File: config.mk
export PLATFORM = sky130hd
export DESIGN_NAME = irq_ack_seq
export DESIGN_NICKNAME = d
export VERILOG_FILES = /design/src/rtl/iack_pkg.sv /design/src/rtl/iack_prio_pick.sv /design/src/rtl/iack_ack_fsm.sv /design/src/rtl/irq_ack_seq.sv
export SDC_FILE = /design/constraint.sdc
export NUM_CORES = 1
export LEC_CHECK = 0
export BUFFER_PORTS_ARGS = -buffer_cell sky130_fd_sc_hd__buf_4
export CORE_ASPECT_RATIO = 0.6
export CORE_MARGIN = 1.5
export CORE_UTILIZATION = 57
export CTS_BUF_LIST = sky130_fd_sc_hd__clkbuf_4
export CTS_CLUSTER_SIZE = 16
export DETAILED_ROUTE_END_ITERATION = 12
export PLACE_DENSITY = 0.87
export SYNTH_ARGS = -nofsm -noshare
export SYNTH_HDL_FRONTEND = slang
export SYNTH_SLANG_ARGS = --single-unit
File: constraint.sdc
create_clock -name clk_i -period 2.4 [get_ports clk_i]
set_input_delay 0 -clock clk_i [delete_from_list [all_inputs] [get_ports clk_i]]
set_output_delay 0 -clock clk_i [all_outputs]
set_load 0.01 [all_outputs]
File: src/rtl/iack_pkg.sv
package iack_pkg;
  typedef enum logic [1:0] {
    SEQ_IDLE = 2'd0,
    SEQ_ACK1 = 2'd1,
    SEQ_GAP  = 2'd2,
    SEQ_ACK2 = 2'd3
  } seq_state_e;
endpackage

File: src/rtl/iack_prio_pick.sv
module iack_prio_pick #(
  parameter int N     = 4,
  parameter int IDX_W = (N > 1) ? $clog2(N) : 1
) (
  input  logic [N-1:0]     req_i,
  output logic [N-1:0]     gnt_o,
  output logic [IDX_W-1:0] idx_o,
  output logic             any_o
);
  // lowest index wins
  always_comb begin
    gnt_o = '0;
    idx_o = '0;
    for (int i = N - 1; i >= 0; i--) begin
      if (req_i[i]) begin
        gnt_o    = '0;
        gnt_o[i] = 1'b1;
        idx_o    = IDX_W'(i);
      end
    end
  end

  assign any_o = |req_i;
endmodule

File: src/rtl/iack_ack_fsm.sv
module iack_ack_fsm
  import iack_pkg::*;
#(
  parameter int STROBE_LEN = 4,
  parameter int GAP_LEN    = 2,
  parameter int TMO_CYCLES = 256
) (
  input  logic clk_i,
  input  logic rst_ni,
  input  logic start_i,
  input  logic vec_vld_i,
  output logic busy_o,
  output logic ack_no,
  output logic done_o,
  output logic tmo_o
);
  localparam int PMAX = (STROBE_LEN > GAP_LEN) ? STROBE_LEN : GAP_LEN;
  localparam int PW   = $clog2(PMAX + 1);
  localparam int TW   = $clog2(TMO_CYCLES);
  localparam int RW   = $clog2(STROBE_LEN + 2) + 1;

  seq_state_e      state_q;
  logic [PW-1:0]   ph_q;
  logic [TW-1:0]   tmo_q;

  assign busy_o = (state_q != SEQ_IDLE);
  assign ack_no = !((state_q == SEQ_ACK1) || (state_q == SEQ_ACK2));
  assign done_o = (state_q == SEQ_ACK2) && (ph_q == PW'(STROBE_LEN - 1)) && vec_vld_i;
  assign tmo_o  = busy_o && (tmo_q == TW'(TMO_CYCLES - 1)) && !done_o;

  always_ff @(posedge clk_i or negedge rst_ni) begin
    if (!rst_ni) begin
      state_q <= SEQ_IDLE;
      ph_q    <= '0;
      tmo_q   <= '0;
    end else if (state_q == SEQ_IDLE) begin
      if (start_i) begin
        state_q <= SEQ_ACK1;
        ph_q    <= '0;
        tmo_q   <= '0;
      end
    end else if (done_o || tmo_o) begin
      state_q <= SEQ_IDLE;
      ph_q    <= '0;
      tmo_q   <= '0;
    end else begin
      tmo_q <= tmo_q + 1'b1;
      unique case (state_q)
        SEQ_ACK1: begin
          if (ph_q == PW'(STROBE_LEN - 1)) begin
            state_q <= SEQ_GAP;
            ph_q    <= '0;
          end else ph_q <= ph_q + 1'b1;
        end
        SEQ_GAP: begin
          if (ph_q == PW'(GAP_LEN - 1)) begin
            state_q <= SEQ_ACK2;
            ph_q    <= '0;
          end else ph_q <= ph_q + 1'b1;
        end
        SEQ_ACK2: begin
          // hold on the last strobe clock until the vector is valid
          if (ph_q != PW'(STROBE_LEN - 1)) ph_q <= ph_q + 1'b1;
        end
        default: state_q <= SEQ_IDLE;
      endcase
    end
  end

  // run length of the low strobe, saturating
  logic [RW-1:0] low_run_q;
  always_ff @(posedge clk_i or negedge rst_ni) begin
    if (!rst_ni) low_run_q <= '0;
    else if (ack_no) low_run_q <= '0;
    else if (low_run_q != '1) low_run_q <= low_run_q + 1'b1;
  end

  AST_STROBE_LEN: assert property (@(posedge clk_i) disable iff (!rst_ni)
    $rose(ack_no) |-> (low_run_q >= RW'(STROBE_LEN))) else $error("strobe too short");
endmodule

File: src/rtl/irq_ack_seq.sv
module irq_ack_seq
  import iack_pkg::*;
#(
  parameter int          N_CPU      = 4,
  parameter int          VEC_W      = 8,
  parameter int          STROBE_LEN = 4,
  parameter int          GAP_LEN    = 2,
  parameter int          TMO_CYCLES = 256,
  parameter logic [7:0]  PR_RESET   = 8'h07
) (
  input  logic             clk_i,
  input  logic             rst_ni,
  input  logic [N_CPU-1:0] rd_req_i,
  input  logic [N_CPU-1:0] eoi_i,
  input  logic             pr_wr_i,
  input  logic [VEC_W-1:0] pr_code_i,
  input  logic             err_clr_i,
  input  logic [VEC_W-1:0] vec_i,
  input  logic             vec_vld_i,
  output logic             ack_no,
  output logic             bus_rdy_o,
  output logic [N_CPU-1:0] rsp_vld_o,
  output logic [VEC_W-1:0] rsp_data_o,
  output logic             err_o
);
  localparam int IDX_W = (N_CPU > 1) ? $clog2(N_CPU) : 1;

  logic             owner_vld_q;
  logic [IDX_W-1:0] owner_idx_q;
  logic [N_CPU-1:0] served_q;
  logic [N_CPU-1:0] rsp_vld_q;
  logic [VEC_W-1:0] rsp_data_q;
  logic [VEC_W-1:0] pr_code_q;
  logic             err_q;

  logic             busy, done, tmo, start;
  logic [N_CPU-1:0] own_mask, cand, pick_gnt;
  logic [IDX_W-1:0] pick_idx;
  logic             pick_any;
  logic [N_CPU-1:0] rsp_vld_d;
  logic [VEC_W-1:0] rsp_data_d;

  always_comb begin
    own_mask = '0;
    if (owner_vld_q) own_mask[owner_idx_q] = 1'b1;
  end

  // owner in an active sequence is waiting for its vector
  assign cand  = rd_req_i & ~served_q & (busy ? ~own_mask : {N_CPU{1'b1}});
  assign start = !owner_vld_q && !busy && pick_any;

  iack_prio_pick #(.N(N_CPU), .IDX_W(IDX_W)) u_pick (
    .req_i (cand),
    .gnt_o (pick_gnt),
    .idx_o (pick_idx),
    .any_o (pick_any)
  );

  iack_ack_fsm #(
    .STROBE_LEN (STROBE_LEN),
    .GAP_LEN    (GAP_LEN),
    .TMO_CYCLES (TMO_CYCLES)
  ) u_fsm (
    .clk_i     (clk_i),
    .rst_ni    (rst_ni),
    .start_i   (start),
    .vec_vld_i (vec_vld_i),
    .busy_o    (busy),
    .ack_no    (ack_no),
    .done_o    (done),
    .tmo_o     (tmo)
  );

  always_comb begin
    rsp_vld_d  = '0;
    rsp_data_d = rsp_data_q;
    if (done || tmo) begin
      rsp_vld_d  = own_mask;
      rsp_data_d = done ? vec_i : pr_code_q;
    end else if (owner_vld_q && !start && pick_any) begin
      rsp_vld_d  = pick_gnt;
      rsp_data_d = pr_code_q;
    end
  end

  always_ff @(posedge clk_i or negedge rst_ni) begin
    if (!rst_ni) begin
      owner_vld_q <= 1'b0;
      owner_idx_q <= '0;
      served_q    <= '0;
      rsp_vld_q   <= '0;
      rsp_data_q  <= '0;
      pr_code_q   <= VEC_W'(PR_RESET);
      err_q       <= 1'b0;
    end else begin
      rsp_vld_q  <= rsp_vld_d;
      rsp_data_q <= rsp_data_d;
      served_q   <= (served_q & rd_req_i) | rsp_vld_d;
      if (pr_wr_i) pr_code_q <= pr_code_i;
      if (start) begin
        owner_vld_q <= 1'b1;
        owner_idx_q <= pick_idx;
      end else if (tmo) begin
        owner_vld_q <= 1'b0;
      end else if (owner_vld_q && !busy && eoi_i[owner_idx_q]) begin
        owner_vld_q <= 1'b0;
      end
      if (tmo) err_q <= 1'b1;
      else if (err_clr_i) err_q <= 1'b0;
    end
  end

  assign bus_rdy_o  = !busy;
  assign rsp_vld_o  = rsp_vld_q;
  assign rsp_data_o = rsp_data_q;
  assign err_o      = err_q;

  AST_RSP_ONEHOT: assert property (@(posedge clk_i) disable iff (!rst_ni)
    $onehot0(rsp_vld_o)) else $error("multiple answers");
  AST_RDY_WITH_RSP: assert property (@(posedge clk_i) disable iff (!rst_ni)
    $rose(bus_rdy_o) |-> (rsp_vld_o != '0)) else $error("ready without answer");
  AST_ERR_STICKY: assert property (@(posedge clk_i) disable iff (!rst_ni)
    (err_o && !err_clr_i) |=> err_o) else $error("error flag lost");
  AST_ERR_AT_END: assert property (@(posedge clk_i) disable iff (!rst_ni)
    $rose(err_o) |-> $rose(bus_rdy_o)) else $error("error outside sequence end");
  AST_NO_GRANT_OWNED: assert property (@(posedge clk_i) disable iff (!rst_ni)
    $fell(bus_rdy_o) |-> !$past(owner_vld_q)) else $error("grant while owned");
endmodule

==> results.ini, run 1 <==
[sta]
fmax_mhz = 430
min_period_ns = 2.33
finalSetupTns_ns = 0
finalSetupViolCount = 0
slew_viol_final = 0
hold_viol = 0
tightestPinTransition_ns = 0.609
fin_crit_sh = 0.970
skew_ns = 0.0111
maxSlewHeadroom = 0.588
grt_setup_unrepaired = no

[yosys]
syn_inst = 202
syn_avg_cell_area_um2 = 11.3
synth_area_mm2 = 0.00228
synthAdderAreaFrac = 0.0550
synth_edf_count = 0
synth_top_family_by_area = multiplexers
ys_ff_latch = 41
synth_xor_area_frac = 0
synth_compound_area_frac = 0.157
seq_area_frac_synth = 0.452
yosysWarnings = 0
ys_async_sr_fraction = 1.00
muxShareOfSynthArea = 0.161
synth_nets = 241
synth_simple_gate_area_frac = 0.131
synth_ff_type = dfrtp_1
ys_types = 49

[pwr]
p_int_mw = 1.99
sw_frac_of_total = 0.413
power_density_mw_per_mm2 = 1130
power_frac_seq = 0.357
pwr-share-comb = 0.535
switchingPower_mw = 1.40
ir_drop_uv = 676
clockPowerShare = 0.108
p_leak_nw = 1.44

[placed_design]
hpwl_mm = 3.70
place_congestion = 0.896
portBuffers = 43

[setup_path]
start_kind = register
worst-setup-path-type = reg2reg
critPathCaptureType = register
cp.arrival_ns = 2.58
worstPathRequired_ns = 2.65
worstPathMaxFanout = 8

[clock_tree]
ctsLongestPathBuffers = 2
cts_made_buffers = 5
cts_tree = built
cts-root-buf = clkbuf_4
clock-sinks = 41
insertion_delay_ns = 0.36
cts.clk_slew.worst_paths_ns = 0.13
htree_num_levels = 2

[drt]
finalWirelength_mm = 6.22
drc = 0
postRouteAntennaNets = 0
drt_iter0_drc = 181
wl_per_cell_um = 19.1
vias = 1974
dr.pass1.iters = 4
viasPerCell = 6.06

[min_path]
hp-class = in2reg

[grt]
overflow = 0
antenna_found_initial = 0
grt_max_degree = 42
grt_pass1_vias = 1839
grt_pass1_wl_mm = 9.57
track_usage = 0.293

[layout]
final_nets = 317
drive_gt1_frac = 0.337
antenna_cells = 0
area_growth_pct = 31.9
final_cell_mix = 50 x buf_4, 38 x dfrtp_1, 26 x dlygate4sd3_1
n_fill_cell = 219
utilization = 0.802
mostFrequentLayoutCell = buf_4

[die]
core_area_mm2 = 0.00374
ios = 44
initial_core_util = 0.608
dieArea_mm2 = 0.00439
fp.dieH_um = 51.9
die_x_um = 84.6
rows = 17

[job]
cap_viol_max_count = 0

[outcome]
status = finished clean

## worst max-delay path, stage by stage, from the launching register on
cell	delay, ns
dfrtp_1	0.43
inv_1	0.11
ha_2	0.26
nand3b_1	0.19
o21ai_1	0.33
and3_2	0.35
o21ai_4	0.09
buf_12	0.15
mux2_4	0.30
## cells in the mapped netlist, types with 2 or more instances
cell type,instances,share of area
dfrtp_1,38,0.42
mux2_2,16,0.079
a21oi_1,13,0.029
inv_1,12,0.020
nand2_1,11,0.018
ha_1,10,0.055
mux2_4,8,0.053
nor2_1,8,0.013
nor2b_1,6,0.016
o21ai_0,6,0.013
and3_1,5,0.014
a21o_1,4,0.013
buf_2,4,0.0088
nand3_1,4,0.0088
nor3_1,4,0.0088
o21a_1,4,0.013
dfstp_2,3,0.035
mux2_1,3,0.015
nand2b_1,3,0.0082
o21ai_1,3,0.0066
o22a_1,3,0.012
o22ai_1,3,0.0082
a22o_1,2,0.0077
a31oi_1,2,0.0055
buf_6,2,0.0099
nand3b_1,2,0.0066
## path summary, 6_finish.rpt
check | startpoint | to | slack (ns) | depth (start not counted)
max in group asynchronous | rst_ni | pr_code_q[2] | 1.89 | 2
min in group asynchronous | rst_ni | rsp_vld_o[0] | 0.13 | 2
worst min register to register | served_q[2] | served_q[2] | 0.49 | 1
worst max register to register | u_fsm.state_q[0] | rsp_data_o[7] | 0.07 | 8
worst max-delay path | u_fsm.state_q[0] | rsp_data_o[7] | 0.07 | 8
worst min-delay path | vec_i[4] | rsp_data_o[4] | 0.003 | 3
## area by class of cell
cell class / instances / area, µm² / share of cell area
Clock buffer: 6 / 45.0 / 0.0150
Clock inverter: 2 / 11.3 / 0.00375
Inverter: 12 / 45.0 / 0.0150
Multi-Input combinational cell: 141 / 1160 / 0.385
Sequential cell: 41 / 1030 / 0.343
Tap cell: 47 / 58.8 / 0.0196
Timing Repair Buffer: 77 / 656 / 0.218
## metrics by stage
step	std cells	cell area [µm²]	setup WS (ns)	power, mW	hold WS [ns]
floorplan	202	2280	0.267	2.34	-0.296
global placement	290	2650	0.205	2.77	0.00438
detailed placement	290	2650	0.0953	2.83	0.00649
CTS	324	2970	0.0737	3.24	0.0000408
global route	326	3000	0.0309	3.58	0.00475
finish	326	3000	0.0726	3.39	0.00311
## state kept, by name, summed over array words and instances (netlist names)
name and flops:
pr_code_q 8, err_o 1, rsp_vld_o 4, owner_vld_q 1, rsp_data_o 8, owner_idx_q 2, u_fsm.ph_q 3, served_q 4
u_fsm.state_q 2, u_fsm.tmo_q 8
## power groups by stage
stage	Combinational (mW)	Sequential [mW]	Clock [mW]
3_3_place_gp	1.59	1.18	0
5_1_grt	1.95	1.23	0.397
6_report	1.81	1.21	0.367
3_5_place_dp	1.64	1.19	0
4_1_cts	1.68	1.19	0.365
2_1_floorplan	1.21	1.13	0
## layer usage
| layer | share of wire | track usage | wire length, µm |
|---|---|---|---|
| met5 | 0 | 0 | 0 |
| met4 | 0.015 | 0.0833 | 95 |
| met3 | 0.077 | 0.0651 | 476 |
| met2 | 0.48 | 0.493 | 3010 |
| met1 | 0.42 | 0.390 | 2640 |
## logic make-up (layout without fill, tap and decap cells)
logic type	Yosys count	count (layout)
adders and majority gates	10	10
AOI/OAI and AO/OA	51	51
and+or+nand+nor	51	51
DFF	41	41
buffers and inverters	20	97
muxes	29	29
## timing repair
item,in CTS,in global routing
setup buffers,0,2
resized for setup,0,3
endpoints found under the setup margin,0,14
endpoints found under the hold margin,58,0
hold buffers,26,0
(Power assumes the default switching activity.)
==> inputs of run 2 (changes only) <==
--- a/config.mk
+++ b/config.mk
@@ -8,11 +8,11 @@
 export BUFFER_PORTS_ARGS = -buffer_cell sky130_fd_sc_hd__buf_4
 export CORE_ASPECT_RATIO = 0.6
 export CORE_MARGIN = 1.5
-export CORE_UTILIZATION = 57
+export CORE_UTILIZATION = 61
 export CTS_BUF_LIST = sky130_fd_sc_hd__clkbuf_4
 export CTS_CLUSTER_SIZE = 16
 export DETAILED_ROUTE_END_ITERATION = 12
-export PLACE_DENSITY = 0.87
+export PLACE_DENSITY = 0.92
 export SYNTH_ARGS = -nofsm -noshare
 export SYNTH_HDL_FRONTEND = slang
 export SYNTH_SLANG_ARGS = --single-unit
==> constraint.sdc (replaced) <==
create_clock -name clk_i -period 2.8 [get_ports clk_i]
set_input_delay 0 -clock clk_i [delete_from_list [all_inputs] [get_ports clk_i]]
set_output_delay 0 -clock clk_i [all_outputs]
set_load 0.01 [all_outputs]
==> results.ini, run 2 (synthesis gave the netlist of run 1 again) <==
[placed_design]
post_dp_cell_area_mm2 = 0.00262
hpwl_mm = 3.73
portBuffers = 43
place_congestion = 0.910

[min_path]
min_path_cells = 3
hold_end = rsp_data_o[5]
hp-start = vec_i[5]
hp-class = in2reg

[layout]
mostFrequentLayoutCell = buf_4
antenna_cells = 0
n_fill_cell = 169
final_area_mm2 = 0.00294
area_growth_pct = 29.1
utilization = 0.864
final_cell_mix = 45 x buf_4, 38 x dfrtp_1, 26 x dlygate4sd3_1
drive_gt1_frac = 0.319
final_nets = 311

[drt]
vias = 2055
dr.pass1.iters = 5
drt_iter0_drc = 286
viasPerCell = 6.46
drc = 0
finalWirelength_mm = 6.85
postRouteAntennaNets = 0
wl_per_cell_um = 21.6

[setup_path]
start_kind = register
worstPathMaxFanout = 15
reg2reg_depth = 7
critPathCaptureType = register
crit_family = adder cells
slowest_delay_ns = 0.56
r2r-end = rsp_data_o[2]
worst-setup-path-type = reg2reg
cp.arrival_ns = 2.90
slowest_stage = ha_1
crit_buf_inv = 1
regToRegStartpoint = u_fsm.state_q[0]
worstPathCellList = inv_1 -> ha_1 -> nand3b_1 -> o21ai_1 -> and3_1 -> o21ai_4 -> mux2_4
worstPathRequired_ns = 3.06
rrSetupSlack_ns = 0.15

[clock_tree]
htree_num_levels = 2
insertion_delay_ns = 0.37
cts_made_buffers = 5
ctsLongestPathBuffers = 2
clock-sinks = 41
cts-root-buf = clkbuf_4
cts_tree = built
cts.clk_slew.worst_paths_ns = 0.14

[sta]
fin_crit_sh = 0.945
maxSlewHeadroom = 0.593
skew_ns = 0.0182
slew_viol_final = 0
finalSetupViolCount = 0
fmax_mhz = 378
hold_viol = 0
min_period_ns = 2.65
finalSetupTns_ns = 0
tightestPinTransition_ns = 0.611
hold_slack_ns = 0.00797

[die]
fp.dieH_um = 50.3
initial_core_util = 0.669
ios = 44
die_x_um = 81.9
dieArea_mm2 = 0.00412
rows = 16
core_area_mm2 = 0.00340

[outcome]
status = finished clean

[pwr]
ir_drop_uv = 718
power_density_mw_per_mm2 = 979
totalPowerFinal_mw = 2.88
p_leak_nw = 1.41

[grt]
track_usage = 0.346
grt_pass1_wl_mm = 10.1
antenna_found_initial = 0
grt_max_degree = 42
overflow = 0
grt_pass1_vias = 1974

[job]
cap_viol_max_count = 0

==> run 2: changes by cell type in the layout (fill, tap and decap cells not counted) <==
| cell | delta |
|---|---|
| clkinv_1 | -1 |
| and3_2 | -1 |
| buf_12 | -1 |
| and3_1 | +1 |
| ha_1 | +1 |
| o31ai_2 | -1 |
| ha_2 | -1 |
| clkbuf_4 | -1 |
| inv_6 | +1 |
| clkinv_2 | +1 |
| o21ai_1 | -1 |
| buf_4 | -5 |
| o21ai_2 | +1 |
| o31ai_1 | +1 |
==> run 2: timing repair <==
item / 4_1_cts / 5_1_grt
gates resized for setup: 0 / 1
endpoints found under the hold margin: 55 / 4
buffers inserted: 0 / 0
hold buffers: 22 / 4
setup endpoints to repair: 0 / 1
==> run 2: area by class of cell <==
type | instances | area [µm²] | share of cell area
sequential | 41 | 1030 | 0.350
inverter | 12 | 45.0 | 0.0153
multi-input combinational | 141 | 1150 | 0.392
clock inverter | 3 | 21.3 | 0.00724
timing repair buffer | 71 | 598 | 0.203
clock buffer | 5 | 37.5 | 0.0128
tap | 45 | 56.3 | 0.0192
==> run 2: worst max-delay path by stage <==
stage                     cells past startpoint             end        startpoint  slack (ns)
after floorplan                               7   u_fsm.ph_q[0]  u_fsm.state_q[0]        0.67
after global placement                        7   rsp_data_o[3]  u_fsm.state_q[0]        0.40
after detailed placement                      7   rsp_data_o[4]  u_fsm.state_q[1]        0.26
after CTS                                     7   rsp_data_o[2]  u_fsm.state_q[1]        0.26
after global routing                          7  u_fsm.tmo_q[3]  u_fsm.state_q[1]      -0.004
final                                         7   rsp_data_o[2]  u_fsm.state_q[0]        0.15
==> run 2: tightest hold or removal path: cells and delay by family <==
family                 cells  cell delay [ns]
muxes                      2             0.27
buffers and inverters      1             0.08
==> run 2: report_power, final <==
part	switching, mW	internal (mW)
clock	0.221	0.0996
sequential	0.238	0.808
combinational	0.784	0.726
==> run 2: stage by stage <==
| stage | instances | setup WS [ns] |
|---|---|---|
| global placement | 284 | 0.397 |
| global route | 318 | -0.00437 |
| floorplan | 202 | 0.667 |
| CTS | 314 | 0.261 |
| detailed placement | 284 | 0.260 |
| finish | 318 | 0.153 |
==> run 2: metal layers <==
| layer | share of wire | track usage | wire (µm) |
|---|---|---|---|
| met1 | 0.37 | 0.421 | 2560 |
| met2 | 0.47 | 0.574 | 3200 |
| met3 | 0.11 | 0.107 | 721 |
| met4 | 0.054 | 0.136 | 370 |
| met5 | 0 | 0 | 0 |
